File: src/rtl/wg_pkg.sv
package wg_pkg;

   // Width of a counter that must hold the value n.
   function automatic int cnt_w(input int n);
      return (n < 2) ? 1 : $clog2(n + 1);
   endfunction

endpackage

File: src/rtl/wg_sync.sv
module wg_sync #(
   parameter int STAGES = 2
) (
   input  logic clk,
   input  logic rst_n,
   input  logic d_async,
   output logic q_sync
);
   if (STAGES < 2) begin : g_bad_stages
      $error("wg_sync: STAGES must be at least 2");
   end

   logic [STAGES-1:0] chain;

   always_ff @(posedge clk or negedge rst_n) begin
      if (!rst_n) chain <= '0;
      else        chain <= {chain[STAGES-2:0], d_async};
   end

   assign q_sync = chain[STAGES-1];
endmodule

File: src/rtl/wg_holdoff.sv
module wg_holdoff
   import wg_pkg::*;
#(
   parameter int HOLD_CYC = 500000
) (
   input  logic clk,
   input  logic rst_n,
   input  logic ok,
   output logic done
);
   if (HOLD_CYC < 1) begin : g_bad_hold
      $error("wg_holdoff: HOLD_CYC must be at least 1");
   end

   localparam int HW = cnt_w(HOLD_CYC);
   localparam logic [HW-1:0] LAST = HW'(HOLD_CYC - 1);

   logic [HW-1:0] cnt;

   always_ff @(posedge clk or negedge rst_n) begin
      if (!rst_n) begin
         cnt  <= '0;
         done <= 1'b0;
      end else if (!ok) begin
         cnt  <= '0;
         done <= 1'b0;
      end else if (!done) begin
         cnt <= cnt + 1'b1;
         if (cnt == LAST) done <= 1'b1;
      end
   end

   // The hold-off can only be complete while the supply is good.
   p_done_needs_ok_r4: assert property (@(posedge clk) disable iff (!rst_n)
      done |-> $past(ok));
endmodule

File: src/rtl/wg_strobe_filter.sv
module wg_strobe_filter
   import wg_pkg::*;
#(
   parameter int MIN_SAMPLES = 2
) (
   input  logic clk,
   input  logic rst_n,
   input  logic active,
   output logic fire
);
   if (MIN_SAMPLES < 1) begin : g_bad_min
      $error("wg_strobe_filter: MIN_SAMPLES must be at least 1");
   end

   if (MIN_SAMPLES == 1) begin : g_edge
      logic prev;
      always_ff @(posedge clk or negedge rst_n) begin
         if (!rst_n) prev <= 1'b0;
         else        prev <= active;
      end
      assign fire = active && !prev;
   end else begin : g_count
      localparam int RW = cnt_w(MIN_SAMPLES);
      localparam logic [RW-1:0] FULL = RW'(MIN_SAMPLES);
      localparam logic [RW-1:0] PRE  = RW'(MIN_SAMPLES - 1);
      logic [RW-1:0] run;
      always_ff @(posedge clk or negedge rst_n) begin
         if (!rst_n)          run <= '0;
         else if (!active)    run <= '0;
         else if (run != FULL) run <= run + 1'b1;
      end
      assign fire = active && (run == PRE);
   end

   // One qualification per strobe.
   p_single_fire_r9: assert property (@(posedge clk) disable iff (!rst_n)
      fire |=> !fire);
endmodule

File: src/rtl/wr_guard.sv
module wr_guard
   import wg_pkg::*;
#(
   parameter int HOLD_CYC    = 500000,
   parameter int MIN_SAMPLES = 2,
   parameter int SYNC_STAGES = 2
) (
   input  logic clk,
   input  logic rst_n,
   input  logic supply_ok_async,
   input  logic cs_n,
   input  logic oe_n,
   input  logic we_n,
   output logic wr_start,
   output logic wr_allowed
);
   logic supply_ok;
   logic hold_done;
   logic strobe_act;
   logic strobe_fire;

   wg_sync #(.STAGES(SYNC_STAGES)) u_sync (
      .clk(clk), .rst_n(rst_n), .d_async(supply_ok_async), .q_sync(supply_ok));

   wg_holdoff #(.HOLD_CYC(HOLD_CYC)) u_hold (
      .clk(clk), .rst_n(rst_n), .ok(supply_ok), .done(hold_done));

   assign strobe_act = !cs_n && !we_n && oe_n;

   wg_strobe_filter #(.MIN_SAMPLES(MIN_SAMPLES)) u_filt (
      .clk(clk), .rst_n(rst_n), .active(strobe_act), .fire(strobe_fire));

   assign wr_allowed = hold_done && supply_ok;

   always_ff @(posedge clk or negedge rst_n) begin
      if (!rst_n) wr_start <= 1'b0;
      else        wr_start <= strobe_fire && wr_allowed;
   end

   // ---------------- checker counters ----------------
   localparam int HW = cnt_w(HOLD_CYC);
   localparam int AW = cnt_w(MIN_SAMPLES);
   localparam logic [HW-1:0] HFULL = HW'(HOLD_CYC);
   localparam logic [AW-1:0] AFULL = AW'(MIN_SAMPLES);
   localparam logic [AW-1:0] APRE  = AW'(MIN_SAMPLES - 1);

   logic [HW-1:0] chk_ok_run;
   logic [AW-1:0] chk_act_run;

   always_ff @(posedge clk or negedge rst_n) begin
      if (!rst_n) begin
         chk_ok_run  <= '0;
         chk_act_run <= '0;
      end else begin
         if (!supply_ok)              chk_ok_run <= '0;
         else if (chk_ok_run != HFULL) chk_ok_run <= chk_ok_run + 1'b1;
         if (!strobe_act)              chk_act_run <= '0;
         else if (chk_act_run != AFULL) chk_act_run <= chk_act_run + 1'b1;
      end
   end

   p_sync_latency_r2: assert property (@(posedge clk) disable iff (!rst_n)
      wr_allowed |-> $past(supply_ok_async, 2));

   p_full_holdoff_r3: assert property (@(posedge clk) disable iff (!rst_n)
      wr_allowed |-> (chk_ok_run == HFULL));

   p_start_needs_allowed_r4: assert property (@(posedge clk) disable iff (!rst_n)
      wr_start |-> $past(wr_allowed));

   p_pulse_one_cycle_r6: assert property (@(posedge clk) disable iff (!rst_n)
      wr_start |=> !wr_start);

   p_min_width_r7: assert property (@(posedge clk) disable iff (!rst_n)
      wr_start |-> ($past(strobe_act) && ($past(chk_act_run) == APRE)));

   p_oe_blocks_r8: assert property (@(posedge clk) disable iff (!rst_n)
      wr_start |-> ($past(oe_n) && !$past(cs_n) && !$past(we_n)));
endmodule

File: config.mk
export PLATFORM = sky130hd
export DESIGN_NAME = wr_guard
export DESIGN_NICKNAME = d
export VERILOG_FILES = /design/src/rtl/wg_pkg.sv /design/src/rtl/wg_sync.sv /design/src/rtl/wg_holdoff.sv /design/src/rtl/wg_strobe_filter.sv /design/src/rtl/wr_guard.sv
export SDC_FILE = /design/constraint.sdc
export NUM_CORES = 1
export LEC_CHECK = 0
export ABC_AREA = 1
export ABC_CLOCK_PERIOD_IN_PS = 2400
export BUFFER_PORTS_ARGS = -buffer_cell sky130_fd_sc_hd__clkbuf_2
export CAP_MARGIN = 20
export CORE_MARGIN = 3
export CORE_UTILIZATION = 55
export CTS_CLUSTER_SIZE = 28
export DETAILED_ROUTE_END_ITERATION = 8
export PLACE_DENSITY = 0.73
export SLEW_MARGIN = 0
export SYNTH_ARGS = -nofsm -noshare
export SYNTH_HDL_FRONTEND = slang
export SYNTH_SLANG_ARGS = --single-unit
File: constraint.sdc
create_clock -name clk -period 2.4 [get_ports clk]
set_input_delay 0.48 -clock clk [delete_from_list [all_inputs] [get_ports clk]]
set_output_delay 0.48 -clock clk [all_outputs]
set_load 0.02 [all_outputs]
# Yosys cells after proc, flatten, opt, wreduce, memory -nomap -nowiden
# Cells that the tools add are included.
totals:
  input_bits: 6
  register_bits: 25
  wordCells: 26
  output_inout_bits: 2
op_classes:
  reduce_logical: 7
  eq_ne: 5
  add_sub_neg: 2
  muxes: 7
op_table:
  columns: ["cell", "count"]
  rows:
  - ["19-bit two-way mux", 2]
  - ["19-bit by 1-bit adder with 19-bit output (second input constant)", 1]
  - ["19-bit == test (second input constant)", 1]
  - ["2-bit inequality test (second input constant)", 3]
  - ["1-bit logical AND", 5]
  - ["2-bit two-way mux", 2]
  - ["1-bit two-way mux", 3]
  - ["2-bit by 1-bit adder with 2-bit output (second input constant)", 1]
  - ["2-bit by 1-bit == test with 1-bit output (second input constant)", 1]
  - ["1-bit logical NOT", 2]

# Depth between registers and ports, before layout
depth:
  depth_word: 5
  depth_mapped: 9
  depth_no_buf: 9

# By module
# From an unflattened synthesis, not the netlist that was laid out.
hier_totals:
  hier_cells: 187
  hier_area_um2: 1403.8
by_module_without_submodules:
  columns: ["module", "n_inst", "seq_area_each_um2", "area_each_um2", "cells_each"]
  rows:
  - ["wg_holdoff", 1, 500.5, 1172.4, 161]
  - ["wg_strobe_filter", 1, 50.0, 125.1, 16]
  - ["wr_guard", 1, 25.0, 56.3, 8]
  - ["wg_sync", 1, 50.0, 50.0, 2]

# Worst setup path after synthesis
# Ideal clock, no wire load.
synth_path:
  path_type: "register to register"
  start: "reg u_hold.cnt[1]"
  end: "reg u_hold.cnt[12]"
  path_buffers: 0
  setup_ns: 0.117
  period_less_slack_ns: 1.294
  path_slack_ns: 1.106
  path_stages_with_launch: 8
  required_time_ns: 2.283
  arrival_time_ns: 1.177
  cell_sequence: "dfrtp_1 ha_1 nand3_2 nor2_4 nand2_4 or2_1 nor2_1 nor2_1"
synth_via:
  elab_chain_len: 3
synth_rtl:
  columns: ["item", "line", "rtl"]
  rows:
  - ["from (decl)", "wg_holdoff.sv:18", "logic [HW-1:0] cnt;"]
  - ["from (signal assigned)", "wg_holdoff.sv:28", "cnt <= cnt + 1'b1;"]
  - ["19-bit by 1-bit adder with 19-bit output", "wg_holdoff.sv:28", null]
  - ["19-bit two-way mux", "wg_holdoff.sv:27", "end else if (!done) begin"]
  - ["19-bit two-way mux", "wg_holdoff.sv:24", "end else if (!ok) begin"]
# Every way passes these cells. The select of a mux whose other input is x is not followed.
# A chain may end at the register's enable or synchronous reset.

# Worst setup path in the final report
layout_path:
  start: "reg u_sync.chain[1]"
  end: "out wr_allowed"
layout_via:
  elab_chain_len: 1
layout_rtl:
  columns: ["item", "line", "rtl"]
  rows:
  - ["from (decl)", "wg_sync.sv:13", "logic [STAGES-1:0] chain;"]
  - ["from (signal assigned)", "wg_sync.sv:17", "else chain <= {chain[STAGES-2:0], d_async};"]
  - ["1-bit logical AND", "wr_guard.sv:33", "assign wr_allowed = hold_done && supply_ok;"]
  - ["to (decl)", "wr_guard.sv:15", "output logic wr_allowed"]
# Every way passes these cells.

==> results <==
- The endpoint type of the worst setup path is an output port.
- The die height is 55.8 um.
- The final antenna-violating net count is 0.
- The core region is 0.00228 sq mm.
- Synthesis instantiated 21 different standard cells from the library.
- The headroom to the max-slew limit is approximately 60%.
- The CTS tree is done.
- Buffers inserted during clock tree synthesis total 3.
- The final count of hold timing violations is 0.
- In this run, synthesis inferred 0 flip-flops with an integrated enable.
- The number of antenna diodes in the final layout is 0.
- Summing the areas of all fa, ha and maj instances in the mapped netlist gives 2.75% of the synthesized area.
- The min-delay analysis places its worst path in the category in2async.
- The final net count is 200.
- The maximum frequency from static timing analysis is ~0.62 GHz.
- The worst setup path is of the reg2out kind.
- Post-CTS repair changed the size of 0 cells.
- The number of buffers on the longest clock path is 2.
- The final count of negative-setup-slack endpoints is 0.
- The clock arrives with about 0.0013 ns of skew.
- The startpoint identified for the worst register-to-register timing path is u_hold.cnt[1].
- Data arrives at the worst endpoint at ~1.1 ns.
- Dividing the detail-routed wire length by the instance count gives 11.7 um.
- The number of DRC violations after detailed-routing iteration 0 is 49.
- The post-synthesis instance area is 0.00137 sq mm.
- The launch point of the worst path is u_sync.chain[1].
- Summing the areas of all xor and xnor instances in the mapped netlist gives less than 1% of the synthesized area.
- The post-detailed-route DRC marker count is 0.
- Setup repair after global routing left no endpoint under its margin.
- Hold repair after CTS inserted 0 buffers.
- Across the VDD grid, the largest voltage drop is a little under 400 uV.
- During placement, the flow inserted port buffers numbering 7.
- The sequential area share after synthesis is between 40 and 50%.
- The post-detailed-routing wire length is 2.55 mm.
- The synthesized design devotes to its leading area cell type 45.8% of total area.
- In the synthesized netlist the dominant register cell turns out to be sky130_fd_sc_hd__dfrtp_1.
- The congestion estimate from routability-driven global placement came to about 0.86.
- The initial antenna violation count is 0.
- The aggregate global routing overflow is 0.
- Synthesis inferred 25 register bits.
- The cell taking the most area after synthesis is sky130_fd_sc_hd__dfrtp_1.
- The H-tree level count is 1.
- The I/O pin count is 8.
- The placed wire-length estimate is 1.94 mm.
- The number of global-route vias before repair came to 1075.
- The width of the chip is 55.8 um.
- The first global-routing pass estimated between 4 and 5 mm of wire.
- After synthesis, the mean cell area works out to between 7 and 8 sq um.
- The via total after detailed routing is between 1000 and 1500.
- With fillers left out, the area of the finished cells amounts to 0.00145 sq mm.
- The required time at the worst-slack endpoint is about 1.9 ns.
- Summing the areas of all and, or, nand and nor instances in the mapped netlist gives between 30% and 40% of the synthesized area.
- The power per cell area is 453 mW/mm^2.
- The fraction of registers with async set/reset is between 90% and 100%.
- For this design the static power due to leakage is approximately 0.73 nW.
- Entering global routing, the biggest net connects 26 pins.
- The global-route usage over all layers is between 10% and 20%.
- Summing the areas of all compound-gate instances in the mapped netlist gives 5.49% of the synthesized area.
- The clock slew seen by the registers of the worst setup and hold paths is about 0.13 ns.
- The sort of element at the start of the critical path is a flop.
- The number of setup buffers added after CTS is 0.
- After floorplanning, the core was divided into 17 placement rows.
- The CTS sink count is 25.
- The worst-margin pin slew is around 0.6 ns.
- During synthesis, Yosys emitted a total of 0 warnings.
- By area, the combinational part of the netlist is dominated by simple AND/OR/NAND/NOR gates.
- The final number of max-transition violations came to 0.
- The initial core utilization is about three fifths.
- Using the TritonRoute via totals, the vias-per-cell ratio works out to 5.32.
- The first detailed-routing pass took 4 iterations.
- Max-cap violations in this run came to 0.
- Once placement finished, the instance area stood at between 0.001 and 0.0015 sq mm.
- The post-synthesis mux area share is 0%.
- The maximum fanout encountered on the critical timing path is 7.
- The post-synthesis net count is between 150 and 200.
- The clock insertion delay at the later pin of the skew report is approximately 0.32 ns.
- In the post-synthesis netlist, the biggest area contributors are sky130_fd_sc_hd__dfrtp_1 (46%), sky130_fd_sc_hd__nand2_1 (13%), sky130_fd_sc_hd__inv_1 (7.4%).
- The area growth from synthesis to layout is 6.04%.
- The setup total negative slack is 0 ns.
- Dividing the final minimum period by the clock period gives between 60% and 70%.
- The post-synthesis cell count is 180.
- In this run the clock root is driven by a sky130_fd_sc_hd__clkbuf_4.
- Cells with a size suffix above 1 make up around 12% of the layout.
- The die area is a little over 0.003 sq mm.
- The flow ran to the end, and the final reports show no timing, DRC or antenna violations.
- The final critical path time including I/O delays and setup is 1.60 ns.
[final cells by class]
class	instances	area (sq um)
repair buffers	8	42.5
clock buffers	4	26.3
multi-input cells	125	612
inverters	28	108
fillers	197	827
flip-flops and latches	25	626
well taps	28	35.0
[critical path, cell delays in order (launching register included)]
cell and delay (ns):
sky130_fd_sc_hd__dfrtp_1 0.43, sky130_fd_sc_hd__nand2_4 0.10, sky130_fd_sc_hd__inv_4 0.10, sky130_fd_sc_hd__clkbuf_2 0.17
[where the power goes]
| part | switching [W] | internal (W) |
|---|---|---|
| clock | 0.000123 | 0.0000650 |
| combinational | 0.0000232 | 0.0000116 |
| sequential | 0.00000531 | 0.000428 |
[metal layers]
metal  GRT usage (%)  vias up  routed length, um
li1                -      578                  -
met1            25.1      540               1190
met2            28.7       34               1160
met3            3.25        7                140
met4            6.10        0                 57
met5               0        -                  0
[placed cells by master, fill, tap and decap left out, drive strengths merged]
cell and instances:
nor3 5, dfrtp 25, buf 1, ha 3
a21oi 7, nand4 5, inv 28, nor4 1
nor2 32, o21ai 8, clkbuf 11, nand3 11
or2 1, xor2 1, nand2 51
[final timing paths]
check	end	depth (start not counted)	slack [ns]
min in group clk	u_sync.chain[0]	1	0.26
worst max-delay path	wr_allowed	3	0.80
worst min-delay path	u_hold.cnt[0]	1	0.14
max in group asynchronous	u_hold.cnt[10]	1	1.87
worst max register to register	u_hold.cnt[10]	8	0.95
worst min register to register	u_sync.chain[1]	0	0.36
[cells in the mapped netlist (2+ instances only)]
| cell type | number |
|---|---|
| sky130_fd_sc_hd__a21oi_1 | 7 |
| sky130_fd_sc_hd__nand2_1 | 49 |
| sky130_fd_sc_hd__nor2_2 | 3 |
| sky130_fd_sc_hd__nor2_1 | 26 |
| sky130_fd_sc_hd__nand3_1 | 9 |
| sky130_fd_sc_hd__nand3_2 | 2 |
| sky130_fd_sc_hd__nand2_4 | 2 |
| sky130_fd_sc_hd__dfrtp_1 | 25 |
| sky130_fd_sc_hd__inv_1 | 27 |
| sky130_fd_sc_hd__nor3_1 | 5 |
| sky130_fd_sc_hd__nor2_4 | 3 |
| sky130_fd_sc_hd__o21ai_0 | 7 |
| sky130_fd_sc_hd__nand4_1 | 5 |
| sky130_fd_sc_hd__ha_1 | 3 |
[sequential cells by signal, indices dropped and copies added (netlist names)]
name and count:
u_sync.chain 2, wr_start 1, u_hold.cnt 19, u_hold.done 1, u_filt.g_count.run 2
[metrics by stage]
stage	setup slack, ns	hold slack (ns)	total power (W)	utilization (%)	std cells
after floorplan	1.11	0.184	0.000462	-	180
after global placement	1.04	0.334	0.000475	62.5	214
after detailed placement	1.01	0.338	0.000477	62.5	214
after CTS	0.786	0.163	0.000661	63.7	218
after global routing	0.723	0.173	0.000684	63.7	218
final	0.799	0.140	0.000656	63.7	218
[cell families (layout without fill, tap and decap cells)]
kind of cell,Yosys count,in the layout
AO/OA/AOI/OAI,15,15
XOR/XNOR,1,1
adder cells (fa/ha/maj),3,3
buffers and inverters,30,40
flip-flops,25,25
AND/OR/NAND/NOR,106,106
(Power assumes the default switching activity.)
